[src/rtl/sgw_pkg.sv]
// Package: shared constants and state type for the descriptor walker.
// Assumes descriptors are arrays of little-endian 32-bit words.
package sgw_pkg;
    // Word indices inside one descriptor
    localparam int WD_NEXT   = 0;
    localparam int WD_BUF    = 2;
    localparam int WD_CTRL   = 6;
    localparam int WD_STAT   = 7;
    localparam int WD_APP    = 8;
    localparam int APP_WORDS = 5;
    localparam int WORD_B    = 4;

    // Control and status field positions
    localparam int LEN_W        = 23;
    localparam int CTL_SOP_BIT  = 27;
    localparam int CTL_EOP_BIT  = 26;
    localparam int STAT_CPL_BIT = 31;

    typedef enum logic [3:0] {
        ST_IDLE,
        ST_RD_STAT,
        ST_RD_CTRL,
        ST_RD_NEXT,
        ST_RD_BUF,
        ST_APP_RD,
        ST_APP_PUSH,
        ST_DAT_RD,
        ST_DAT_PUSH,
        ST_DRAIN,
        ST_WB,
        ST_ADV
    } walk_st_t;
endpackage

[src/rtl/sgw_mem_port.sv]
// Module: single-outstanding memory request register.
// Latches one command and holds it on the memory side until acknowledged.
// Assumes mem_ack is only raised while mem_req is high.
module sgw_mem_port #(
    parameter int ADDR_W = 32
) (
    input  logic              clk,
    input  logic              rst_n,
    input  logic              cmd_valid,
    input  logic              cmd_we,
    input  logic [ADDR_W-1:0] cmd_addr,
    input  logic [31:0]       cmd_wdata,
    output logic              cmd_ready,
    output logic              rsp_valid,
    output logic [31:0]       rsp_data,
    output logic              mem_req,
    output logic              mem_we,
    output logic [ADDR_W-1:0] mem_addr,
    output logic [31:0]       mem_wdata,
    input  logic              mem_ack,
    input  logic [31:0]       mem_rdata
);
    logic pending;

    // Capture a command when free; release on acknowledge.
    always_ff @(posedge clk) begin
        if (!rst_n) begin
            pending   <= 1'b0;
            mem_we    <= 1'b0;
            mem_addr  <= '0;
            mem_wdata <= '0;
        end else if (cmd_valid && !pending) begin
            pending   <= 1'b1;
            mem_we    <= cmd_we;
            mem_addr  <= cmd_addr;
            mem_wdata <= cmd_wdata;
        end else if (pending && mem_ack) begin
            pending   <= 1'b0;
        end
    end

    // Memory-side and response-side views of the pending request.
    always_comb begin
        mem_req   = pending;
        cmd_ready = !pending;
        rsp_valid = pending && mem_ack;
        rsp_data  = mem_rdata;
    end

    // request fields hold until the acknowledge
    p_req_hold_r9: assert property (@(posedge clk) disable iff (!rst_n)
        (mem_req && !mem_ack) |=> (mem_req && $stable(mem_addr) && $stable(mem_we) && $stable(mem_wdata)));

    // the sequencer never offers a command while one is outstanding
    p_one_outstanding_r9: assert property (@(posedge clk) disable iff (!rst_n)
        cmd_valid |-> !pending);
endmodule

[src/rtl/sgw_byte_emit.sv]
// Module: word-to-byte unpacker with valid/ready output.
// Takes one word with a byte count of 1..4 and sends the bytes least
// significant first. It flags the final byte when asked. Loads only when empty.
module sgw_byte_emit #(
    parameter int WORD_W = 32
) (
    input  logic              clk,
    input  logic              rst_n,
    input  logic              load,
    input  logic [WORD_W-1:0] ld_word,
    input  logic [2:0]        ld_cnt,
    input  logic              ld_last,
    output logic              empty,
    output logic [7:0]        out_data,
    output logic              out_valid,
    output logic              out_last,
    input  logic              out_ready
);
    localparam int NBYTES = WORD_W / 8;

    logic [WORD_W-1:0] word_q;
    logic [2:0]        cnt_q;
    logic              last_q;

    // Load a fresh word, or shift one byte out per accepted transfer.
    always_ff @(posedge clk) begin
        if (!rst_n) begin
            word_q <= '0;
            cnt_q  <= '0;
            last_q <= 1'b0;
        end else if (load) begin
            word_q <= ld_word;
            cnt_q  <= ld_cnt;
            last_q <= ld_last;
        end else if (out_valid && out_ready) begin
            word_q <= word_q >> 8;
            cnt_q  <= cnt_q - 3'd1;
        end
    end

    // Output view of the holding register.
    always_comb begin
        empty     = (cnt_q == 3'd0);
        out_valid = !empty;
        out_data  = word_q[7:0];
        out_last  = last_q && (cnt_q == 3'd1);
    end

    // a stalled byte does not change
    p_byte_hold_r10: assert property (@(posedge clk) disable iff (!rst_n)
        (out_valid && !out_ready) |=> (out_valid && $stable(out_data) && $stable(out_last)));

    // loads arrive only into an empty register with a legal count
    p_load_legal_r4: assert property (@(posedge clk) disable iff (!rst_n)
        load |-> (empty && ld_cnt != 3'd0 && int'(ld_cnt) <= NBYTES));
endmodule

[src/rtl/sgw_word_slot.sv]
// Module: one-entry word register with valid/ready output for side-band words.
// Assumes load is only asserted while the slot is empty.
module sgw_word_slot #(
    parameter int WORD_W = 32
) (
    input  logic              clk,
    input  logic              rst_n,
    input  logic              load,
    input  logic [WORD_W-1:0] ld_data,
    input  logic              ld_last,
    output logic              empty,
    output logic [WORD_W-1:0] out_data,
    output logic              out_valid,
    output logic              out_last,
    input  logic              out_ready
);
    // Fill on load, drain on handshake.
    always_ff @(posedge clk) begin
        if (!rst_n) begin
            out_valid <= 1'b0;
            out_data  <= '0;
            out_last  <= 1'b0;
        end else if (load) begin
            out_valid <= 1'b1;
            out_data  <= ld_data;
            out_last  <= ld_last;
        end else if (out_valid && out_ready) begin
            out_valid <= 1'b0;
        end
    end

    // Empty flag for the sequencer.
    always_comb empty = !out_valid;

    // a stalled side-band word does not change
    p_word_hold_r10: assert property (@(posedge clk) disable iff (!rst_n)
        (out_valid && !out_ready) |=> (out_valid && $stable(out_data) && $stable(out_last)));

    // no side-band word is overwritten before it is taken
    p_no_overwrite_r5: assert property (@(posedge clk) disable iff (!rst_n)
        load |-> !out_valid);
endmodule

[src/rtl/sgw_walker.sv]
// Module: memory-to-stream scatter-gather descriptor walker, one channel.
// Fetches descriptors through a one-outstanding memory port and streams
// their buffers as bytes. Side-band words go out on packet start. Writes
// back status and advances until the tail is done or a completed
// descriptor is met.
// Assumes ADDR_W <= 32, word-aligned buffers and an external register
// block that applies the cur_we / halt_set / idle_set pulses.
module sgw_walker
    import sgw_pkg::*;
#(
    parameter int ADDR_W = 32
) (
    input  logic              clk,
    input  logic              rst_n,
    input  logic              run,
    input  logic              idle_in,
    input  logic              start,
    input  logic [ADDR_W-1:0] cur_ptr,
    input  logic [ADDR_W-1:0] tail_ptr,
    output logic [ADDR_W-1:0] cur_out,
    output logic              cur_we,
    output logic              halt_set,
    output logic              idle_set,
    output logic              frame_done,
    output logic              mem_req,
    output logic              mem_we,
    output logic [ADDR_W-1:0] mem_addr,
    output logic [31:0]       mem_wdata,
    input  logic              mem_ack,
    input  logic [31:0]       mem_rdata,
    output logic [7:0]        byte_data,
    output logic              byte_valid,
    output logic              byte_last,
    input  logic              byte_ready,
    output logic [31:0]       app_data,
    output logic              app_valid,
    output logic              app_last,
    input  logic              app_ready
);
    localparam int APP_IDX_W = $clog2(APP_WORDS + 1);
    localparam logic [APP_IDX_W-1:0] APP_LAST_IDX = APP_IDX_W'(APP_WORDS - 1);

    walk_st_t              st;
    logic                  waiting;
    logic [ADDR_W-1:0]     dptr, nxt, baddr;
    logic [31:0]           ctl_word, hold;
    logic [LEN_W-1:0]      rem;
    logic [APP_IDX_W-1:0]  app_idx;

    logic                  cmd_valid, cmd_we, cmd_ready, rsp_valid;
    logic [ADDR_W-1:0]     cmd_addr;
    logic [31:0]           cmd_wdata, rsp_data;
    logic                  byte_load, byte_empty, byte_ld_last;
    logic [2:0]            byte_ld_cnt;
    logic                  app_load, app_empty;
    logic                  sop, eop, mem_state;
    logic [LEN_W-1:0]      blen;
    logic                  ctl_unused;

    // Address of a word inside a descriptor.
    function automatic logic [ADDR_W-1:0] wd_addr(input logic [ADDR_W-1:0] base, input int idx);
        return base + ADDR_W'(idx * WORD_B);
    endfunction

    // Decode the latched control word.
    always_comb begin
        sop        = ctl_word[CTL_SOP_BIT];
        eop        = ctl_word[CTL_EOP_BIT];
        blen       = ctl_word[LEN_W-1:0];
        ctl_unused = ^{ctl_word[31:28], ctl_word[25:LEN_W]};
    end

    // Build the memory command for the current state.
    always_comb begin
        mem_state = (st == ST_RD_STAT) || (st == ST_RD_CTRL) || (st == ST_RD_NEXT) ||
                    (st == ST_RD_BUF)  || (st == ST_APP_RD)  || (st == ST_WB) ||
                    ((st == ST_DAT_RD) && (rem != '0));
        cmd_valid = mem_state && !waiting;
        cmd_we    = 1'b0;
        cmd_wdata = '0;
        cmd_addr  = dptr;
        unique case (st)
            ST_RD_STAT: cmd_addr = wd_addr(dptr, WD_STAT);
            ST_RD_CTRL: cmd_addr = wd_addr(dptr, WD_CTRL);
            ST_RD_NEXT: cmd_addr = wd_addr(dptr, WD_NEXT);
            ST_RD_BUF:  cmd_addr = wd_addr(dptr, WD_BUF);
            ST_APP_RD:  cmd_addr = wd_addr(dptr, WD_APP + int'(app_idx));
            ST_DAT_RD:  cmd_addr = baddr;
            ST_WB: begin
                cmd_addr  = wd_addr(dptr, WD_STAT);
                cmd_we    = 1'b1;
                cmd_wdata = {1'b1, {(31 - LEN_W){1'b0}}, blen};
            end
            default:    cmd_addr = dptr;
        endcase
    end

    // Stream load strobes for payload and side-band words.
    always_comb begin
        byte_load    = (st == ST_DAT_PUSH) && byte_empty;
        byte_ld_cnt  = (rem >= LEN_W'(WORD_B)) ? 3'(WORD_B) : rem[2:0];
        byte_ld_last = eop && (rem <= LEN_W'(WORD_B));
        app_load     = (st == ST_APP_PUSH) && app_empty;
    end

    // Walk sequencer: fetch, stream, write back, advance.
    always_ff @(posedge clk) begin
        if (!rst_n) begin
            st         <= ST_IDLE;
            waiting    <= 1'b0;
            dptr       <= '0;
            nxt        <= '0;
            baddr      <= '0;
            ctl_word   <= '0;
            hold       <= '0;
            rem        <= '0;
            app_idx    <= '0;
            cur_out    <= '0;
            cur_we     <= 1'b0;
            halt_set   <= 1'b0;
            idle_set   <= 1'b0;
            frame_done <= 1'b0;
        end else begin
            cur_we     <= 1'b0;
            halt_set   <= 1'b0;
            idle_set   <= 1'b0;
            frame_done <= 1'b0;
            if (cmd_valid && cmd_ready) waiting <= 1'b1;
            if (rsp_valid)              waiting <= 1'b0;
            unique case (st)
                ST_IDLE: begin
                    if (start && run && !idle_in) begin
                        dptr <= cur_ptr;
                        st   <= ST_RD_STAT;
                    end
                end
                ST_RD_STAT: begin
                    if (rsp_valid) begin
                        if (rsp_data[STAT_CPL_BIT]) begin
                            halt_set <= 1'b1;
                            st       <= ST_IDLE;
                        end else begin
                            st <= ST_RD_CTRL;
                        end
                    end
                end
                ST_RD_CTRL: begin
                    if (rsp_valid) begin
                        ctl_word <= rsp_data;
                        st       <= ST_RD_NEXT;
                    end
                end
                ST_RD_NEXT: begin
                    if (rsp_valid) begin
                        nxt <= rsp_data[ADDR_W-1:0];
                        st  <= ST_RD_BUF;
                    end
                end
                ST_RD_BUF: begin
                    if (rsp_valid) begin
                        baddr   <= rsp_data[ADDR_W-1:0];
                        rem     <= blen;
                        app_idx <= '0;
                        st      <= sop ? ST_APP_RD : ST_DAT_RD;
                    end
                end
                ST_APP_RD: begin
                    if (rsp_valid) begin
                        hold <= rsp_data;
                        st   <= ST_APP_PUSH;
                    end
                end
                ST_APP_PUSH: begin
                    if (app_load) begin
                        app_idx <= app_idx + 1'b1;
                        st      <= (app_idx == APP_LAST_IDX) ? ST_DAT_RD : ST_APP_RD;
                    end
                end
                ST_DAT_RD: begin
                    if (rem == '0) begin
                        st <= ST_DRAIN;
                    end else if (rsp_valid) begin
                        hold <= rsp_data;
                        st   <= ST_DAT_PUSH;
                    end
                end
                ST_DAT_PUSH: begin
                    if (byte_load) begin
                        rem   <= rem - LEN_W'(byte_ld_cnt);
                        baddr <= baddr + ADDR_W'(WORD_B);
                        st    <= ST_DAT_RD;
                    end
                end
                ST_DRAIN: begin
                    if (byte_empty) st <= ST_WB;
                end
                ST_WB: begin
                    if (rsp_valid) st <= ST_ADV;
                end
                ST_ADV: begin
                    cur_we     <= 1'b1;
                    cur_out    <= nxt;
                    frame_done <= eop;
                    if (dptr == tail_ptr) begin
                        idle_set <= 1'b1;
                        st       <= ST_IDLE;
                    end else begin
                        dptr <= nxt;
                        st   <= ST_RD_STAT;
                    end
                end
                default: st <= ST_IDLE;
            endcase
        end
    end

    sgw_mem_port #(.ADDR_W(ADDR_W)) u_port (
        .clk       (clk),
        .rst_n     (rst_n),
        .cmd_valid (cmd_valid),
        .cmd_we    (cmd_we),
        .cmd_addr  (cmd_addr),
        .cmd_wdata (cmd_wdata),
        .cmd_ready (cmd_ready),
        .rsp_valid (rsp_valid),
        .rsp_data  (rsp_data),
        .mem_req   (mem_req),
        .mem_we    (mem_we),
        .mem_addr  (mem_addr),
        .mem_wdata (mem_wdata),
        .mem_ack   (mem_ack),
        .mem_rdata (mem_rdata)
    );

    sgw_byte_emit #(.WORD_W(32)) u_bytes (
        .clk       (clk),
        .rst_n     (rst_n),
        .load      (byte_load),
        .ld_word   (hold),
        .ld_cnt    (byte_ld_cnt),
        .ld_last   (byte_ld_last),
        .empty     (byte_empty),
        .out_data  (byte_data),
        .out_valid (byte_valid),
        .out_last  (byte_last),
        .out_ready (byte_ready)
    );

    sgw_word_slot #(.WORD_W(32)) u_app (
        .clk       (clk),
        .rst_n     (rst_n),
        .load      (app_load),
        .ld_data   (hold),
        .ld_last   (app_idx == APP_LAST_IDX),
        .empty     (app_empty),
        .out_data  (app_data),
        .out_valid (app_valid),
        .out_last  (app_last),
        .out_ready (app_ready)
    );

    // no memory traffic while the walker is parked
    p_quiet_idle_r1: assert property (@(posedge clk) disable iff (!rst_n)
        (st == ST_IDLE) |-> !mem_req);

    // halt and idle never pulse together
    p_end_excl_r8: assert property (@(posedge clk) disable iff (!rst_n)
        $onehot0({halt_set, idle_set}));

    // packet done only alongside a pointer update
    p_done_with_adv_r6: assert property (@(posedge clk) disable iff (!rst_n)
        frame_done |-> cur_we);

    // a halt never advances the pointer
    p_halt_no_adv_r3: assert property (@(posedge clk) disable iff (!rst_n)
        halt_set |-> !cur_we);

    // every memory write carries the completion bit
    p_wb_cpl_r7: assert property (@(posedge clk) disable iff (!rst_n)
        (mem_req && mem_we) |-> mem_wdata[STAT_CPL_BIT]);
endmodule

[config.mk]
export PLATFORM = sky130hd
export DESIGN_NAME = sgw_walker
export DESIGN_NICKNAME = d
export VERILOG_FILES = /design/src/rtl/sgw_pkg.sv /design/src/rtl/sgw_mem_port.sv /design/src/rtl/sgw_byte_emit.sv /design/src/rtl/sgw_word_slot.sv /design/src/rtl/sgw_walker.sv
export SDC_FILE = /design/constraint.sdc
export NUM_CORES = 1
export LEC_CHECK = 0
export ABC_CLOCK_PERIOD_IN_PS = 7200
export BUFFER_PORTS_ARGS = -buffer_cell sky130_fd_sc_hd__buf_2
export CELL_PAD_IN_SITES_DETAIL_PLACEMENT = 0
export CELL_PAD_IN_SITES_GLOBAL_PLACEMENT = 2
export CORE_MARGIN = 4
export CORE_UTILIZATION = 36
export DETAILED_ROUTE_END_ITERATION = 7
export GPL_TIMING_DRIVEN = 0
export HOLD_SLACK_MARGIN = 0.1
export PLACE_DENSITY = 0.84
export SETUP_SLACK_MARGIN = 0.1
export SLEW_MARGIN = 0
export SYNTH_ARGS = -nofsm -noshare
export SYNTH_HDL_FRONTEND = slang
export SYNTH_SLANG_ARGS = --single-unit
export TNS_END_PERCENT = 10
[constraint.sdc]
create_clock -name clk -period 7.2 [get_ports clk]
set_input_delay 1.08 -clock clk [delete_from_list [all_inputs] [get_ports clk]]
set_output_delay 1.08 -clock clk [all_outputs]
set_load 0.1 [all_outputs]
======== Word-level counts from Yosys, hierarchy flattened ========
Index checks and enable logic that the tools add are counted.
storage, ports and cells
  register bits after elaboration ......... 359
  input port bits ......................... 104
  output and inout port bits .............. 146
  logic and storage cells ................. 155
operators by class
  $add $sub $neg .......................... 9
  order comparisons ....................... 2
  equal/unequal tests ..................... 27
  multiplexer cells ....................... 47
  bitwise operators ....................... 1
  reductions and logical operators ........ 45
operators with widths
  cell                   number
  $mux 32                9
  $pmux 32 s2            3
  $pmux 32 s5            1
  $add 32x5->32 const B  2
  $mux 4                 12
  $pmux 4 s12            1
  $mux 23                2
  $pmux 23 s2            1
  $add 32x3->32 const B  1
  $add 32x4->32 const B  1
  $add 32x7->32          1
  $eq 32x32->1           1
  $ne 2x2->1 const B     12
  $ge 23x3->1 const B    1
  $le 23x3->1 const B    1
  $logic_not 23->1       1
  $reduce_bool 23->1     1
  $sub 23x3->23          1
  $eq 4x3->1 const B     4
  $eq 4x4->1 const B     4
  $mux 3                 5
  $reduce_bool 2->1      7
  $logic_and 1x1->1      12
  $reduce_and 3->1       4
  other kinds (19)       43

======== Depth between registers and ports, before layout ========
  word-level depth ........................ 10
  gate-level depth with buffers ........... 17
  mapped depth without buffers ............ 14

======== Modules after synthesis ========
Synthesis repeated with hierarchy kept, for this count alone.
unflattened totals
  cell total of the unflattened synthesis .. 2302
  area, all modules ....................... 18662.9 um^2
by module, submodules not included
  module         instances  cells each  area an instance (um^2)  seq. area each (um^2)
  sgw_walker     1          1661        12510.7                  4404.2
  sgw_mem_port   1          321         2891.5                   1321.3
  sgw_byte_emit  1          210         1943.1                   720.7
  sgw_word_slot  1          110         1317.5                   680.7

======== Worst setup path before layout ========
No wires, ideal clock.
  kind .................................... register to register
  from .................................... register st[1]
  to ...................................... register u_port.mem_addr[16]
  setup time .............................. 83 ps
  arrival ................................. 3164 ps
  data required time ...................... 7117 ps
  slack ................................... 3953 ps
  stages on the path, launching flop included .. 18
  path buffers ............................ 3
  period minus slack after synthesis ...... 3247 ps
  cell sequence ........................... dfxtp_1 -> buf_2 -> buf_2 -> nor2b_1 -> nand2_1 -> a21oi_1 -> inv_1 -> nand2_1 -> ha_1 -> inv_1 -> fa_1 -> nand2b_1 -> a21oi_1 -> clkbuf_1 -> nand4_1 -> xor2_1 -> o221a_2 -> o221ai_1
between the ends
  word-level cells in the longest chain between the ends .. 9
  elaborated cells between the ends (all ways) .. 18
  those cells by class .................... eq/ne (7); mux (1); reduce/logical (10)
RTL lines
  item                                      line                                source
  from (decl)                               sgw_walker.sv:43                    walk_st_t st;
  from (signal assigned)                    sgw_walker.sv:164                   st <= sop ? ST_APP_RD : ST_DAT_RD;
  from (signal assigned)                    sgw_walker.sv:176                   st <= (app_idx == APP_LAST_IDX) ? ST_DAT_RD : ST_APP_RD;
  $eq 4x1->1 or $eq 4x2->1 (tied branches)  sgw_walker.sv:75, sgw_walker.sv:82
  $logic_or 1x1->1 (3 in a row)             sgw_walker.sv:75                    mem_state = (st == ST_RD_STAT) || (st == ST_RD_CTRL) || (st == ST_RD_NEXT) ||
  $logic_or 1x1->1 (3 in a row)             sgw_walker.sv:76                    (st == ST_RD_BUF) || (st == ST_APP_RD) || (st == ST_WB) ||
  $logic_and 1x1->1                         sgw_walker.sv:78                    cmd_valid = mem_state && !waiting;
  $logic_and 1x1->1                         sgw_mem_port.sv:32                  end else if (cmd_valid && !pending) begin
  to (signal assigned)                      sgw_mem_port.sv:35                  mem_addr <= cmd_addr;
  to (decl)                                 sgw_mem_port.sv:18                  output logic [ADDR_W-1:0] mem_addr,
Parallel ways exist; a longest one is shown, timed or not.
A chain may end at the register's enable or synchronous reset.

======== Worst setup path in the final report ========
  from .................................... register st[1]
  to ...................................... register u_port.mem_addr[27]
The elaborated chain is that of the path after synthesis.

==> impl_metrics.csv <==
group,metric,value,unit
worst_setup_path,path_max_fanout,10,
timing,setup-violations-final,0,
run_status,outcome,"finished, final reports clean",
synthesis,ys_async_sr_fraction,0,
cts,htree_levels,2,
synthesis,synthTopCellsByCount,"dfxtp_1 (347), nand2_1 (347), a21oi_1 (306)",
place,numPortBuffers,240,
cts,cts_resized,0,
min_path,hold_end,"nxt[31]$_SDFFE_PN0P_",
routing,antenna_left,0,
worst_setup_path,worstPathArrival,4.82,ns
layout,areaGrowthSynthToFinish,19.70,%
routing,firstDrtPassIters,5,
worst_setup_path,rrSetupSlack,2.86,ns
timing,worst_pin_slew,1.400,ns
place,dpl.hpwl,59960,µm
global_routing,grt_pass1_wl,114500,µm
floorplanning,coreArea,46950,µm²
floorplanning,ios,250,
floorplanning,die_h,226.8,µm
synthesis,synth_area,17230,µm²
floorplanning,row_count,79,
cts,clk_pin_slew_worst_paths,0.06,ns
min_path,hold_path_class,"reg2reg",
routing,wirelength,80360,µm
timing,final.min_clock_period,4.339,ns
power_and_ir_drop,leakage,0.007901,µW
synthesis,avgSynthCellArea,7.898,µm²
cts,postCtsSetupBuffers,0,
routing,drc,0,
synthesis,yosysTopAreaCell,"dfxtp_1",
timing,rsz0062_at_grt,"no",
power_and_ir_drop,p_int,3646,µW
place,place_congestion,0.9742,
cts,root_buffer,"clkbuf_16",
synthesis,yosysUniqueCellTypes,90,
floorplanning,start_util,0.3670,
synthesis,synth_warnings,0,
global_routing,antenna_found_initial,3,
worst_setup_path,r2r_end,"u_port.mem_addr[27]$_SDFFE_PN0P_",
power_and_ir_drop,comb_power_share,0.281,
layout,final.fill_count,4863,
routing,vias,17991,
min_path,hp-start,"nxt[31]$_SDFFE_PN0P_",
power_and_ir_drop,peakVddDrop,268.0,µV
synthesis,synth-seq-cells,347,
worst_setup_path,critical_path_class,"reg2reg",
global_routing,grt_overflow,0,
synthesis,synth_top_area_frac,0.4031,
power_and_ir_drop,p_per_area,286.5,nW/µm²
worst_setup_path,ff2ff_path_depth,12,
floorplanning,die_area,51430,µm²
power_and_ir_drop,clkPwrFrac,0.369,
global_routing,gr-usage-all-layers,0.3000,
floorplanning,die_w,226.8,µm
timing,layout_worst_path_cycle_share,0.6026,
synthesis,ys.flop_type,"dfxtp_1",
min_path,min_path_cells,2,
routing,viasPerCell,5.785,
worst_setup_path,crit_path_start,"st[1]$_SDFFE_PN0P_",
timing,relSlewSlack,0.06422,
global_routing,grt_max_degree,14,
cts,cts_num_sinks,347,
cts,cts_tree,"done",
cts,postCtsHoldBufs,0,
synthesis,ys_seq_area_frac,0.4031,
layout,drive_above_1_share,0.1588,
routing,detail_route.wl_per_cell,25.84,µm
place,place_ws,3.067,ns
worst_setup_path,reg2reg_from,"st[1]$_SDFFE_PN0P_",
timing,hold_viol,0,
run,cap_viol_max_count,0,
layout,final_nets,2591,
timing,fin_ws,2.861,ns
global_routing,grt_pass1_vias,16853,
timing,fmax,0.2305,GHz
power_and_ir_drop,pwr-share-seq,0.350,
worst_setup_path,startpoint_type,"flip-flop",
cts,max-clock-path-buffers,3,
cts,insertion_delay,0.60,ns
worst_setup_path,worstSetupEndpointType,"flip-flop",
power_and_ir_drop,switching_share,0.3830,
synthesis,synth-edff-count,0,
power_and_ir_drop,switchingPower,2264,µW
synthesis,synth_area_leaders,"dfxtp_1 (40%), a21oi_1 (8.9%), nand2_1 (7.6%)",
routing,drt_iter0_markers,1799,
cts,numCtsBuffers,40,
timing,tns,0,ns
timing,finClkSkew,0.03015,ns
worst_setup_path,crit_required,7.68,ns
timing,finalMaxSlewViolations,0,
synthesis,syn_inst,2182,
-- how the worst max path moves through the flow --
stage	to	slack, ns	depth (start not counted)
floorplan	u_port.mem_addr[16]$_SDFFE_PN0P_	3.95	17
global placement	u_port.mem_addr[29]$_SDFFE_PN0P_	3.04	12
detailed placement	u_port.mem_addr[18]$_SDFFE_PN0P_	3.07	16
CTS	u_port.mem_addr[27]$_SDFFE_PN0P_	3.04	12
global route	u_port.mem_addr[20]$_SDFFE_PN0P_	2.67	16
finish	u_port.mem_addr[27]$_SDFFE_PN0P_	2.86	12
-- sequential cells by signal, indices dropped and copies added, names as in the netlist, 3 cells and up --
signal / cells
baddr: 32
cur_out: 32
dptr: 32
hold: 32
nxt: 32
u_app.out_data: 32
u_bytes.word_q: 32
u_port.mem_addr: 32
ctl_word: 25
u_port.mem_wdata: 24
rem: 23
st: 4
app_idx: 3
u_bytes.cnt_q: 3
-- placed cells by master (no fill, tap or decap), types with 7 or more instances in the layout --
| cell type | synthesis | layout |
|---|---|---|
| a311oi_1 | 8 | 8 |
| buf_2 | 35 | 275 |
| nor3_1 | 29 | 29 |
| o22ai_1 | 41 | 41 |
| conb_1 | 2 | 10 |
| a21oi_1 | 306 | 306 |
| nand3_1 | 56 | 56 |
| xor2_1 | 8 | 8 |
| dfxtp_1 | 347 | 347 |
| nand4_1 | 34 | 34 |
| clkbuf_1 | 138 | 144 |
| o31ai_1 | 11 | 11 |
| and2_1 | 39 | 39 |
| a21o_1 | 11 | 11 |
| and3_1 | 14 | 14 |
| nor2_1 | 218 | 218 |
| nand2_1 | 347 | 347 |
| or3_1 | 8 | 8 |
| nor2b_1 | 9 | 9 |
| ha_1 | 13 | 13 |
| buf_4 | 20 | 20 |
| o211ai_1 | 12 | 12 |
| xnor2_1 | 48 | 48 |
| buf_1 | 9 | 9 |
| clkbuf_16 | 0 | 40 |
| clkinv_2 | 0 | 7 |
| a221oi_1 | 23 | 23 |
| a22oi_1 | 44 | 44 |
| nor4_1 | 14 | 14 |
| nand2b_1 | 13 | 13 |
| a31oi_1 | 20 | 20 |
| mux2i_1 | 96 | 96 |
| o21ai_0 | 52 | 52 |
| o21ai_1 | 8 | 8 |
| inv_1 | 23 | 23 |
| clkbuf_8 | 0 | 7 |
-- power groups by stage --
| stage | registers (µW) | clock network (µW) | logic (µW) |
|---|---|---|---|
| final | 2070 | 2180 | 1660 |
| after global routing | 2080 | 2280 | 1730 |
| after CTS | 2070 | 2200 | 1640 |
| after detailed placement | 2110 | 0 | 1630 |
| after global placement | 2110 | 0 | 1630 |
| after floorplan | 2530 | 0 | 712 |
-- worst max-delay path: stages, from the launching register on --
cell and delay [ns]:
dfxtp_1 0.30, buf_2 0.22, buf_2 0.29, clkbuf_1 0.43
or3_1 0.22, inv_1 0.06, fa_1 0.49, nand4b_1 0.27
nor4_2 0.70, a32o_1 0.51, nand3b_1 0.14, a311o_1 0.39
a21oi_1 0.19
-- logic make-up (layout without fill, tap and decap cells) --
kind of cell / count (synthesis) / count (layout) / synth area share
buffers and inverters: 228 / 538 / 0.05743
other: 2 / 13 / 0.0004358
AOI/OAI and AO/OA: 606 / 606 / 0.2186
adders and majority gates: 15 / 15 / 0.01176
muxes: 97 / 97 / 0.05641
and+or+nand+nor: 831 / 831 / 0.2238
DFF: 347 / 347 / 0.4031
xor gates and xnor gates: 56 / 56 / 0.02846
-- area by class of cell --
class                           instances  area [µm²]  share of cell area
Multi-Input combinational cell       1615        9326              0.4521
Sequential cell                       347        6947              0.3368
Timing Repair Buffer                  240        1201             0.05823
Clock buffer                           53        1120             0.05429
Buffer                                204       899.6             0.04361
Tap cell                              607       759.5             0.03682
Clock inverter                         17       276.5             0.01341
Inverter                               24       90.09            0.004367
Antenna cell                            3       7.507           0.0003639
-- stage by stage --
stage               utilization  power, µW  hold slack, ns  cells  area [µm²]
detailed placement       0.4094       3744          0.4441   3037       19220
floorplan                     -       3246          0.4316   2190       17260
global route             0.4392       6087          0.4693   3107       20620
global placement         0.4094       3738          0.4408   3037       19220
CTS                      0.4392       5911          0.4523   3107       20620
finish                   0.4393       5910          0.4517   3110       20630
-- metal layers --
metal / track usage / part of all wire / up-vias
li1: - / - / 8285
met1: 0.4103 / 0.44 / 8703
met2: 0.4684 / 0.44 / 845
met3: 0.05619 / 0.081 / 156
met4: 0.1208 / 0.044 / 2
met5: 0 / 0.00011 / -
No activity file was read; power rests on OpenSTA's default activity.
